===== config.mk =====
export PLATFORM = sky130hd
export DESIGN_NAME = freq_thresh_det
export DESIGN_NICKNAME = d
export VERILOG_FILES = /design/src/rtl/fthr_pkg.sv /design/src/rtl/fthr_sync_edge.sv /design/src/rtl/fthr_tick_gen.sv /design/src/rtl/fthr_retrig_timer.sv /design/src/rtl/fthr_cfg_regs.sv /design/src/rtl/freq_thresh_det.sv
export SDC_FILE = /design/constraint.sdc
export NUM_CORES = 1
export LEC_CHECK = 0
export BUFFER_PORTS_ARGS = -buffer_cell sky130_fd_sc_hd__buf_2
export CAP_MARGIN = 10
export CORE_ASPECT_RATIO = 1.2
export CORE_MARGIN = 1.5
export CORE_UTILIZATION = 55
export DETAILED_ROUTE_END_ITERATION = 16
export PLACE_DENSITY = 0.76
export SYNTH_ARGS = -nofsm -noshare
export SYNTH_HDL_FRONTEND = slang
export SYNTH_SLANG_ARGS = --single-unit

===== constraint.sdc =====
create_clock -name clk -period 2.6 [get_ports clk]
set_clock_uncertainty 0.2 [all_clocks]
set_input_delay 0.13 -clock clk [delete_from_list [all_inputs] [get_ports clk]]
set_output_delay 0.13 -clock clk [all_outputs]
set_load 0.02 [all_outputs]

===== src/rtl/fthr_pkg.sv =====
package fthr_pkg;
    localparam int TMR_W    = 16;
    localparam int N_STAGES = 2;
    typedef logic [TMR_W-1:0] tmr_t;
    typedef enum logic { SEL_STAGE1 = 1'b0, SEL_STAGE2 = 1'b1 } cfg_sel_e;
endpackage


===== src/rtl/fthr_sync_edge.sv =====
module fthr_sync_edge (
    input  logic clk,
    input  logic rst_n,
    input  logic async_i,
    output logic rise_o
);
    typedef struct packed {
        logic s1;
        logic s2;
        logic prev;
    } sync_st_t;

    sync_st_t st_d, st_q;

    always_comb begin
        st_d      = st_q;
        st_d.s1   = async_i;
        st_d.s2   = st_q.s1;
        st_d.prev = st_q.s2;
    end

    always_ff @(posedge clk or negedge rst_n) begin
        if (!rst_n) st_q <= '0;
        else        st_q <= st_d;
    end

    assign rise_o = st_q.s2 & ~st_q.prev;


    single_rise_chk: assert property (@(posedge clk) disable iff (!rst_n)
        rise_o |=> !rise_o);
endmodule


===== src/rtl/fthr_tick_gen.sv =====
module fthr_tick_gen #(
    parameter int TICK_DIV = 250000
) (
    input  logic clk,
    input  logic rst_n,
    output logic tick_o
);
    localparam int CW = (TICK_DIV > 2) ? $clog2(TICK_DIV) : 1;
    localparam logic [CW-1:0] LAST = CW'(TICK_DIV - 1);

    typedef struct packed {
        logic [CW-1:0] cnt;
    } tick_st_t;

    tick_st_t st_d, st_q;

    assign tick_o = (st_q.cnt == LAST);

    always_comb begin
        st_d = st_q;
        if (tick_o) st_d.cnt = '0;
        else        st_d.cnt = st_q.cnt + 1'b1;
    end

    always_ff @(posedge clk or negedge rst_n) begin
        if (!rst_n) st_q <= '0;
        else        st_q <= st_d;
    end


    tick_spacing_chk: assert property (@(posedge clk) disable iff (!rst_n)
        tick_o |=> !tick_o);
endmodule


===== src/rtl/fthr_retrig_timer.sv =====
module fthr_retrig_timer import fthr_pkg::*; (
    input  logic clk,
    input  logic rst_n,
    input  logic tick_i,
    input  logic trig_i,
    input  tmr_t reload_i,
    output logic active_o,
    output logic expire_o
);
    typedef struct packed {
        tmr_t cnt;
        logic exp;
    } tmr_st_t;

    tmr_st_t st_d, st_q;

    always_comb begin
        st_d     = st_q;
        st_d.exp = 1'b0;
        if (trig_i) begin
            st_d.cnt = reload_i;
        end else if (tick_i && (st_q.cnt != '0)) begin
            st_d.cnt = st_q.cnt - 1'b1;
            st_d.exp = (st_q.cnt == tmr_t'(1));
        end
    end

    always_ff @(posedge clk or negedge rst_n) begin
        if (!rst_n) st_q <= '0;
        else        st_q <= st_d;
    end

    assign active_o = (st_q.cnt != '0);
    assign expire_o = st_q.exp;


    no_count_up_chk: assert property (@(posedge clk) disable iff (!rst_n)
        !trig_i |=> (st_q.cnt <= $past(st_q.cnt)));

    reload_load_chk: assert property (@(posedge clk) disable iff (!rst_n)
        trig_i |=> (st_q.cnt == $past(reload_i)));

    expire_from_one_chk: assert property (@(posedge clk) disable iff (!rst_n)
        expire_o |-> (!active_o && ($past(st_q.cnt) == tmr_t'(1))));

    expire_single_chk: assert property (@(posedge clk) disable iff (!rst_n)
        expire_o |=> !expire_o);
endmodule


===== src/rtl/fthr_cfg_regs.sv =====
module fthr_cfg_regs import fthr_pkg::*; #(
    parameter int T1_DEFAULT = 20,
    parameter int T2_DEFAULT = 1100
) (
    input  logic clk,
    input  logic rst_n,
    input  logic we_i,
    input  logic sel_i,
    input  tmr_t wdata_i,
    output tmr_t t1_o,
    output tmr_t t2_o
);
    typedef struct packed {
        tmr_t t1;
        tmr_t t2;
    } cfg_st_t;

    localparam cfg_st_t CFG_RST = '{t1: tmr_t'(T1_DEFAULT), t2: tmr_t'(T2_DEFAULT)};

    cfg_st_t st_d, st_q;

    always_comb begin
        st_d = st_q;
        if (we_i) begin
            if (cfg_sel_e'(sel_i) == SEL_STAGE1) st_d.t1 = wdata_i;
            else                                 st_d.t2 = wdata_i;
        end
    end

    always_ff @(posedge clk or negedge rst_n) begin
        if (!rst_n) st_q <= CFG_RST;
        else        st_q <= st_d;
    end

    assign t1_o = st_q.t1;
    assign t2_o = st_q.t2;


    cfg_hold_chk: assert property (@(posedge clk) disable iff (!rst_n)
        !we_i |=> ($stable(t1_o) && $stable(t2_o)));
endmodule


===== src/rtl/freq_thresh_det.sv =====
module freq_thresh_det import fthr_pkg::*; #(
    parameter int TICK_DIV   = 250000,
    parameter int T1_DEFAULT = 20,
    parameter int T2_DEFAULT = 1100
) (
    input  logic             clk,
    input  logic             rst_n,
    input  logic             sig_in,
    input  logic             cfg_we,
    input  logic             cfg_sel,
    input  logic [TMR_W-1:0] cfg_wdata,
    output logic             stage1_o,
    output logic             above_o
);
    logic                rise_w;
    logic                tick_w;
    tmr_t                reload_w [N_STAGES];
    logic [N_STAGES-1:0] trig_w;
    logic [N_STAGES-1:0] act_w;
    logic [N_STAGES-1:0] exp_w;

    fthr_sync_edge u_sync (
        .clk     (clk),
        .rst_n   (rst_n),
        .async_i (sig_in),
        .rise_o  (rise_w)
    );

    fthr_tick_gen #(.TICK_DIV(TICK_DIV)) u_tick (
        .clk    (clk),
        .rst_n  (rst_n),
        .tick_o (tick_w)
    );

    fthr_cfg_regs #(.T1_DEFAULT(T1_DEFAULT), .T2_DEFAULT(T2_DEFAULT)) u_cfg (
        .clk     (clk),
        .rst_n   (rst_n),
        .we_i    (cfg_we),
        .sel_i   (cfg_sel),
        .wdata_i (cfg_wdata),
        .t1_o    (reload_w[0]),
        .t2_o    (reload_w[1])
    );

    for (genvar g = 0; g < N_STAGES; g++) begin : g_stage
        if (g == 0) begin : g_first
            assign trig_w[g] = rise_w;
        end else begin : g_chain
            assign trig_w[g] = exp_w[g-1];
        end
        fthr_retrig_timer u_tmr (
            .clk      (clk),
            .rst_n    (rst_n),
            .tick_i   (tick_w),
            .trig_i   (trig_w[g]),
            .reload_i (reload_w[g]),
            .active_o (act_w[g]),
            .expire_o (exp_w[g])
        );
    end

    assign stage1_o = act_w[0];
    assign above_o  = act_w[0] & ~act_w[N_STAGES-1];


    above_needs_stage1_chk: assert property (@(posedge clk) disable iff (!rst_n)
        above_o |-> stage1_o);

    stage2_start_chk: assert property (@(posedge clk) disable iff (!rst_n)
        $rose(act_w[1]) |-> $past(exp_w[0]));

    stage2_end_chk: assert property (@(posedge clk) disable iff (!rst_n)
        exp_w[N_STAGES-1] |-> !act_w[N_STAGES-1]);
endmodule


==> results of run 1 <==
cells in the final DEF (no fill, tap or decap), drive strengths merged, types with 2 or more instances in the layout:
| cell | count |
|---|---|
| a21oi | 7 |
| clkinvlp | 2 |
| a311o | 2 |
| nand2 | 25 |
| and4 | 2 |
| nor3 | 10 |
| nor2 | 40 |
| nor4b | 2 |
| nand4b | 6 |
| nand4 | 15 |
| dlygate4sd3 | 18 |
| or3 | 16 |
| a22oi | 2 |
| o31ai | 3 |
| a2111oi | 5 |
| nand3 | 18 |
| nor4 | 8 |
| xnor2 | 11 |
| mux2i | 4 |
| dfstp | 6 |
| buf | 43 |
| nor2b | 5 |
| bufinv | 2 |
| or4 | 6 |
| nor3b | 2 |
| o41ai | 2 |
| mux2 | 32 |
| inv | 9 |
| clkinv | 2 |
| nor4bb | 2 |
| xor2 | 11 |
| dfrtp | 80 |
| nand2b | 3 |
| ha | 4 |
| a31oi | 15 |
| o21ai | 23 |
| and2 | 4 |
| and3 | 5 |
| clkbuf | 10 |
| or2 | 3 |
worst max-delay path, cell delays in order (launching register included):
cell and delay (ns):
sky130_fd_sc_hd__dfrtp_1 0.38, sky130_fd_sc_hd__or4b_4 0.54, sky130_fd_sc_hd__or4_1 0.71, sky130_fd_sc_hd__or4_1 0.46, sky130_fd_sc_hd__a31oi_1 0.18
metrics by stage:
| stage | hold slack (ns) | total power, uW | setup WS, ns | util | area [um2] |
|---|---|---|---|---|---|
| floorplan | -0.366 | 1750 | 0.0520 | - | 4310 |
| global placement | -0.0518 | 1860 | 0.122 | 0.605 | 4610 |
| detailed placement | -0.0435 | 1870 | 0.0704 | 0.605 | 4610 |
| CTS | 0.123 | 2920 | 0.0562 | 0.658 | 5010 |
| global route | 0.144 | 3030 | 0.00717 | 0.659 | 5020 |
| finish | 0.0966 | 2910 | 0.0530 | 0.659 | 5020 |
what timing repair did:
action,4_1_cts,5_1_grt
resized for setup,0,2
endpoints found under the setup margin,0,2
hold buffers,18,0
hold endpoints to repair,75,0
synthesized netlist by cell type (7+ instances only):
library cell / count / area share
sky130_fd_sc_hd__or3_1: 16 / 0.023
sky130_fd_sc_hd__o21ai_0: 23 / 0.027
sky130_fd_sc_hd__dfrtp_1: 80 / 0.46
sky130_fd_sc_hd__nor2_1: 40 / 0.035
sky130_fd_sc_hd__xor2_1: 11 / 0.022
sky130_fd_sc_hd__mux2_2: 32 / 0.084
sky130_fd_sc_hd__xnor2_1: 11 / 0.022
sky130_fd_sc_hd__nor4_1: 7 / 0.010
sky130_fd_sc_hd__nand2_1: 25 / 0.022
sky130_fd_sc_hd__nand3_1: 17 / 0.020
sky130_fd_sc_hd__nor3_1: 10 / 0.012
sky130_fd_sc_hd__clkbuf_1: 15 / 0.013
sky130_fd_sc_hd__nand4_1: 15 / 0.022
sky130_fd_sc_hd__a21oi_1: 7 / 0.0081
sky130_fd_sc_hd__inv_1: 9 / 0.0078
sky130_fd_sc_hd__a31oi_1: 15 / 0.022
final timing paths:
path | cells past startpoint | from | slack, ns | to
setup / recovery | 4 | u_tick.st_q[5] | 0.05 | g_stage[1].u_tmr.st_q[6]
hold / removal | 2 | rst_n | 0.1 | g_stage[1].u_tmr.st_q[14]
setup reg to reg | 4 | u_tick.st_q[5] | 0.05 | g_stage[1].u_tmr.st_q[6]
hold reg to reg | 0 | u_sync.st_d[1] | 0.16 | u_sync.st_d[0]
max in group asynchronous | 3 | rst_n | 1.33 | u_cfg.t1_o[4]
min in group clk | 0 | u_sync.st_d[1] | 0.16 | u_sync.st_d[0]
sequential cells by signal, indices dropped and copies added (netlist names):
| name | flops |
|---|---|
| u_tick.st_q | 18 |
| u_sync.st_q | 1 |
| g_stage.u_tmr.st_q | 32 |
| u_cfg.t2_o | 16 |
| u_sync.st_d | 2 |
| g_stage.u_tmr.expire_o | 1 |
| u_cfg.t1_o | 16 |
area by class of cell:
| class | instances | area [um2] | share of cell area |
|---|---|---|---|
| Sequential cell | 86 | 2160 | 0.430 |
| Tap cell | 92 | 115 | 0.0229 |
| Multi-Input combinational cell | 303 | 2040 | 0.406 |
| Inverter | 9 | 33.8 | 0.00673 |
| Clock buffer | 10 | 138 | 0.0274 |
| Clock inverter | 6 | 85.1 | 0.0169 |
| Timing Repair Buffer | 61 | 450 | 0.0897 |
cell families (layout without fill, tap and decap cells):
group / count (synthesis) / after routing / synth area share
mux: 36 / 36 / 0.0930
xor+xnor: 22 / 22 / 0.0448
compound gates: 66 / 66 / 0.0985
flops: 86 / 86 / 0.502
fa+ha+maj: 4 / 4 / 0.0116
simple gates: 175 / 175 / 0.224
buf+inv: 28 / 86 / 0.0264
power breakdown:
part	internal, uW	switching, uW	total (uW)
Combinational	155	148	303
Clock	563	468	1030
Sequential	1470	105	1570
routing by layer:
metal	global-route usage	up-vias	wire length [um]
met4	0.0996	0	278
met5	0	-	0
met2	0.424	118	5020
met3	0.0419	20	476
li1	-	1643	-
met1	0.333	1726	4460
==> results by stage, run 1 <==
Clock network:
- The later pin in the worst-skew pair is clocked with a latency of 0.35 ns.
- The number of levels in the clock H-tree is 3.
- In this run, CTS created clock tree buffers numbering 9.
- The maximum buffer depth of the clock tree is 2.
- The post-CTS clock slew at the launch and capture registers of the worst setup and hold paths is 0.08 ns.
- The buffer count from post-CTS setup fixing is 0.
- The clock drives 86 sinks.
- The tree is rooted in a sky130_fd_sc_hd__clkbuf_8.
- The CTS tree is yes.

Finish:
- The post-layout instance count excluding filler cells is 567.
- The filler cells instantiated in the layout total about 630.
- The number of antenna diodes is 0.
- The layout cell share with drive strength beyond 1 is 0.221.
- At the end of the flow, the number of nets in the layout was between 400 and 500.
- The signed area change from the synthesized netlist to the final layout is 16.6%.

Die:
- In this run the vertical extent of the chip is 99.9 um.
- During I/O placement, the number of pins put on the boundary was 23.
- The die covers 8370 um2.
- The starting density of the core is 0.565.
- The initialized floorplan defines 35 standard-cell rows.
- The core region is 7620 um2.
- The die width is 83.8 um.

Place:
- Once detailed placement completed, the half-perimeter wirelength came to 7.08 mm.
- At the end of routability-driven placement, the weighted congestion stood at 0.852.
- The number of placed instances, taps included, is 533.
- In this run the tool buffered the top-level ports with 22 buffer cells.

GRT:
- The initial antenna violation count is 0.
- The global-route wire length before repair is roughly 17 mm.
- Summed over all layers, the global routing overflow is 0.
- The pin count of the biggest net entering global routing is 45.
- The via count of the first global-routing pass was 3384.
- The global router's overall resource usage is 0.253.

Yosys:
- Of all flip-flops after synthesis, the portion carrying an async set or reset was 1.00.
- The net count after synthesis is 442.
- The number of warnings reported in the yosys synthesis log is 0.
- Synthesis instantiated 52 different standard cells from the library.
- The average footprint of a synthesized cell is ~10 um2.
- The post-synthesis sequential area ratio is 0.502.
- The number of flops mapped to enable cells by yosys is 0.
- The synthesized netlist occupies a cell area of about 4300 um2.
- The number of synthesized register bits is 86.
- The cell count after synthesis is 417.
- In the synthesized netlist the dominant register cell turns out to be sky130_fd_sc_hd__dfrtp_1.

Detailed routing:
- The detail-routed net length per standard cell is 18.1 um.
- Before antenna repair, the detailed router went through 5 iterations.
- Summing over every cut layer, the via total after detailed routing is 3507.
- After detailed routing, the number of remaining DRC violations is 0.
- The final layout contains routed wiring with a total length of 10.2 mm.
- The antenna violation net count after detailed routing is 0.
- The first routing iteration left approximately 260 violations.
- The average vias per placed instance is 6.19.

Job:
- The total of max-cap violations is 0.

Timing:
- For the pin with the worst max-slew slack, the measured transition is 0.769 ns.
- Measured against its own limit, the worst slew margin works out to 0.487.
- The final number of hold-violating endpoints is 0.
- Of the available clock period, the critical path in the final layout requires 0.980.
- The fmax is 0.393 GHz.
- The number of pins exceeding their max-slew limit in the final report was 0.
- The sum of negative setup slack is 0 ns.
- Setup repair after global routing left no endpoint under its margin.
- Setup violations remaining at the end of the flow were counted as 0.
- The minimum period implied by the final worst setup slack is approximately 2.5 ns.

Critical path:
- The type of destination of the critical path is a flop.
- The data required time of the worst path is 2.68 ns.
- The category of the critical setup timing path is reg2reg.
- STA classifies the critical path startpoint as a flop.
- At the worst endpoint, the arrival time is roughly 2.6 ns.
- The highest fanout seen on the critical path is 7.

Status:
- The run finished with clean final reports.

Min path:
- The type of the worst min-delay path is in2async.

Power and ir drop:
- In this run the static leakage power is 0.00213 uW.
- The worst-case IR drop observed on VDD is ~0.49 mV.
- The power density of the placed cells is 579 nW/um2.
Note: power is estimated with default switching activity, not from simulation.
==> run 2, diff against run 1 <==
- CELL_PAD_IN_SITES_DETAIL_PLACEMENT: unset -> 1
- CELL_PAD_IN_SITES_GLOBAL_PLACEMENT: unset -> 2
- CORE_UTILIZATION: 55 -> 36
- PLACE_DENSITY: 0.76 -> unset
- PLACE_DENSITY_LB_ADDON: unset -> 0.1
==> run 2 against run 1 <==
Design area increased by 5.4%. Sequential cell count unchanged. Cell count increased by 13%. Highest routed layer unchanged. Global-route usage decreased by 4.4 points. Sequential share of layout area decreased by 2.2 points. Critical endpoint is now g_stage[0].u_tmr.st_q[14].
==> results by stage, run 2 (synthesis gave the netlist of run 1 again) <==
Status:
- The run finished with clean final reports.

Power and ir drop:
- VDD sags by at most 0.393 mV.
- Of the total power, the share spent switching nets is 0.261.
- The power share of the combinational group is 0.097.
- The internal portion of the total power is 2380 uW.
- The leakage power summed over all cells is 0.00222 uW.
- For this design the ratio of total power to cell area is 608 nW/um2.
- The reported net switching power is 839 uW.
- The register share of total power is 0.493.
- The share of total power dissipated in the clock network is 0.411.

Detailed routing:
- The total DRC errors in the routed layout is 0.
- The antenna violation net count after detailed routing is 0.
- The detailed router finished its first iteration with 124 violations.
- The detailed-router iteration count before antenna repair is 6.
- For this block, the via count after detailed routing is 3443.
- In the routed layout, each cell is associated on average with a via count of 5.36.
- After detailed routing, the average wire length per cell comes to around 19 um.
- The final wirelength is roughly 12 mm.

Timing:
- Derived from the worst setup path, the maximum achievable clock frequency is roughly 0.41 GHz.
- The relative slew slack is 0.417.
- For the pin with the worst max-slew slack, the measured transition is 0.875 ns.
- After layout, the minimum clock period comes to 2.45 ns.
- The number of pins exceeding their max-slew limit in the final report came to 0.
- The share of the clock period used by the worst path is 0.941.
- Setup violations remaining at the end of the flow were counted as 0.
- After routing, the total negative slack on setup checks comes to 0 ns.
- The final number of hold-violating endpoints is 0.
- Setup repair after global routing left no endpoint under its margin.

Critical path:
- The worst setup path startpoint is u_tick.st_q[6].
- STA classifies the critical path endpoint as a flop.
- The largest individual stage delay along the critical path comes from the cell sky130_fd_sc_hd__a2111oi_1.
- By instance count, the cell type seen most on the critical path is sky130_fd_sc_hd__buf_4.
- The longest individual stage delay on the worst path is approximately 0.50 ns.
- STA puts the critical path data required time at 2.58 ns.
- The worst flop-to-flop path startpoint is u_tick.st_q[6].
- The critical path is of the reg2reg type.
- Along the worst path, the maximum fanout reaches 5.
- STA classifies the critical path startpoint as a flop.
- For the worst setup path, the data arrival time is 2.43 ns.
- Traced cell by cell, the critical path runs through buf_4 -> nor4b_1 -> buf_4 -> nand4_1 -> a2111oi_1 -> buf_4 -> xnor2_1 -> a21oi_1.

Clock network:
- The root buffer cell chosen for the clock tree is sky130_fd_sc_hd__clkbuf_16.
- The CTS tree is yes.
- The number of clock buffers added by TritonCTS is 9.
- CTS built an H-tree with a depth of 3.
- In this run the deepest clock path goes through 2 buffers.
- The buffer count from post-CTS setup fixing is 0.
- The clock sink count is 86.
- The later pin in the worst-skew pair is clocked with a latency of 0.35 ns.
- The post-CTS clock slew at the launch and capture registers of the worst setup and hold paths is 0.07 ns.

Finish:
- The layout cell share with drive strength beyond 1 is 0.243.
- The register name with the most flops is g_stage.u_tmr.st_q.
- After filler insertion, the fill cell instance count of the layout stands at 1324.
- The most common cell after layout, fill and taps aside is sky130_fd_sc_hd__dfrtp_1.
- The finished layout holds 642 standard cells, fillers aside.
- The signed area change from the synthesized netlist to the final layout is 22.8%.
- The final design instance area without fill is 5290 um2.
- The number of flip-flops under the largest register name is 32.
- The repair_antennas step left the layout with diodes totalling 0.
- The net count of the finished layout is 505.
- The largest registers in the layout are g_stage.u_tmr.st_q: 32 flops, u_tick.st_q: 18 flops.
- In the layout the commonest cells are sky130_fd_sc_hd__dfrtp_1 (80), sky130_fd_sc_hd__nor2_1 (40), sky130_fd_sc_hd__mux2_2 (32).

Die:
- The floorplan has 43 rows.
- The initial utilization of the core area, before any placement, comes to 0.370.
- In this run the count of I/O pins placed on the die edge is 23.
- The floorplan step defined a die boundary enclosing between 10000 and 15000 um2.
- The die is 123 um tall.
- The floorplan step set the die width to 103 um.
- The floorplan step defined a core boundary enclosing 11600 um2.

GRT:
- The initial antenna violation count was 0.
- For this run, the total global-route usage over all layers was measured as 0.209.
- The global-route wire length before repair is slightly below 20 mm.
- The total congestion overflow is 0.
- Entering global routing, the biggest net connects 45 pins.
- The via count of the first global-routing pass came to 3650.

Place:
- The count of buffers added on input and output ports is 22.
- The congestion estimate from routability-driven global placement came to between 0.8 and 0.9.
- The sum of net half-perimeters after detailed placement is 8.52 mm.
- The placed instances occupy a cell area of 4780 um2.
- The count of placed standard cells including taps is about 600.

Job:
- The total of max-cap violations is 0.

Min path:
- The type of the worst min-delay path is in2async.
run 2: area by class of cell:
cell class	instances	area, um2	area share
well taps	157	196	0.0371
inverters	9	33.8	0.00639
clock buffers	9	225	0.0426
repair buffers	71	538	0.102
multi-input cells	303	2060	0.390
flip-flops and latches	86	2160	0.408
clock inverters	7	72.6	0.0137
run 2: path summary, 6_finish.rpt:
path | to | slack [ns] | cells past startpoint
max in group asynchronous | u_cfg.t2_o[3] | 1.36 | 3
min in group clk | u_sync.st_d[0] | 0.15 | 0
worst max-delay path | g_stage[0].u_tmr.st_q[14] | 0.15 | 8
worst max register to register | g_stage[0].u_tmr.st_q[14] | 0.15 | 8
worst min-delay path | u_tick.st_q[2] | 0.12 | 2
worst min register to register | u_sync.st_d[0] | 0.15 | 0
run 2: power by group through the flow:
stage | clock, uW | combinational, uW | sequential (uW)
after floorplan | 0 | 191 | 1560
after global placement | 0 | 284 | 1600
after detailed placement | 0 | 294 | 1610
after CTS | 1360 | 316 | 1590
after global routing | 1400 | 350 | 1600
final | 1320 | 312 | 1580
run 2: what timing repair did:
| action | in CTS | in global routing |
|---|---|---|
| pin swaps | 0 | 0 |
| cloned | 0 | 0 |
| endpoints found under the hold margin | 75 | 0 |
| hold buffers | 18 | 0 |
| endpoints found under the setup margin | 1 | 4 |
| gates resized for setup | 1 | 6 |
run 2: critical path, delay by kind of cell, from the launching register on:
family	cells	cell delay [ns]
flops	1	0.38
compound gates	2	0.58
simple gates	2	0.46
buf+inv	3	0.55
xor+xnor	1	0.11
run 2: routing by layer:
layer | GRT usage | wire length (um)
met4 | 0.0726 | 204
met5 | 0 | 0
met1 | 0.264 | 5330
met3 | 0.0296 | 272
met2 | 0.365 | 6130
run 2: stage by stage:
| stage | utilization | hold slack [ns] | worst slack (ns) | power (uW) |
|---|---|---|---|---|
| after global placement | 0.411 | -0.0239 | 0.106 | 1890 |
| after CTS | 0.453 | 0.156 | 0.0548 | 3260 |
| after floorplan | - | -0.366 | 0.0520 | 1750 |
| after global routing | 0.455 | 0.167 | 0.0260 | 3360 |
| after detailed placement | 0.411 | -0.0151 | 0.0312 | 1900 |
| final | 0.455 | 0.120 | 0.153 | 3220 |
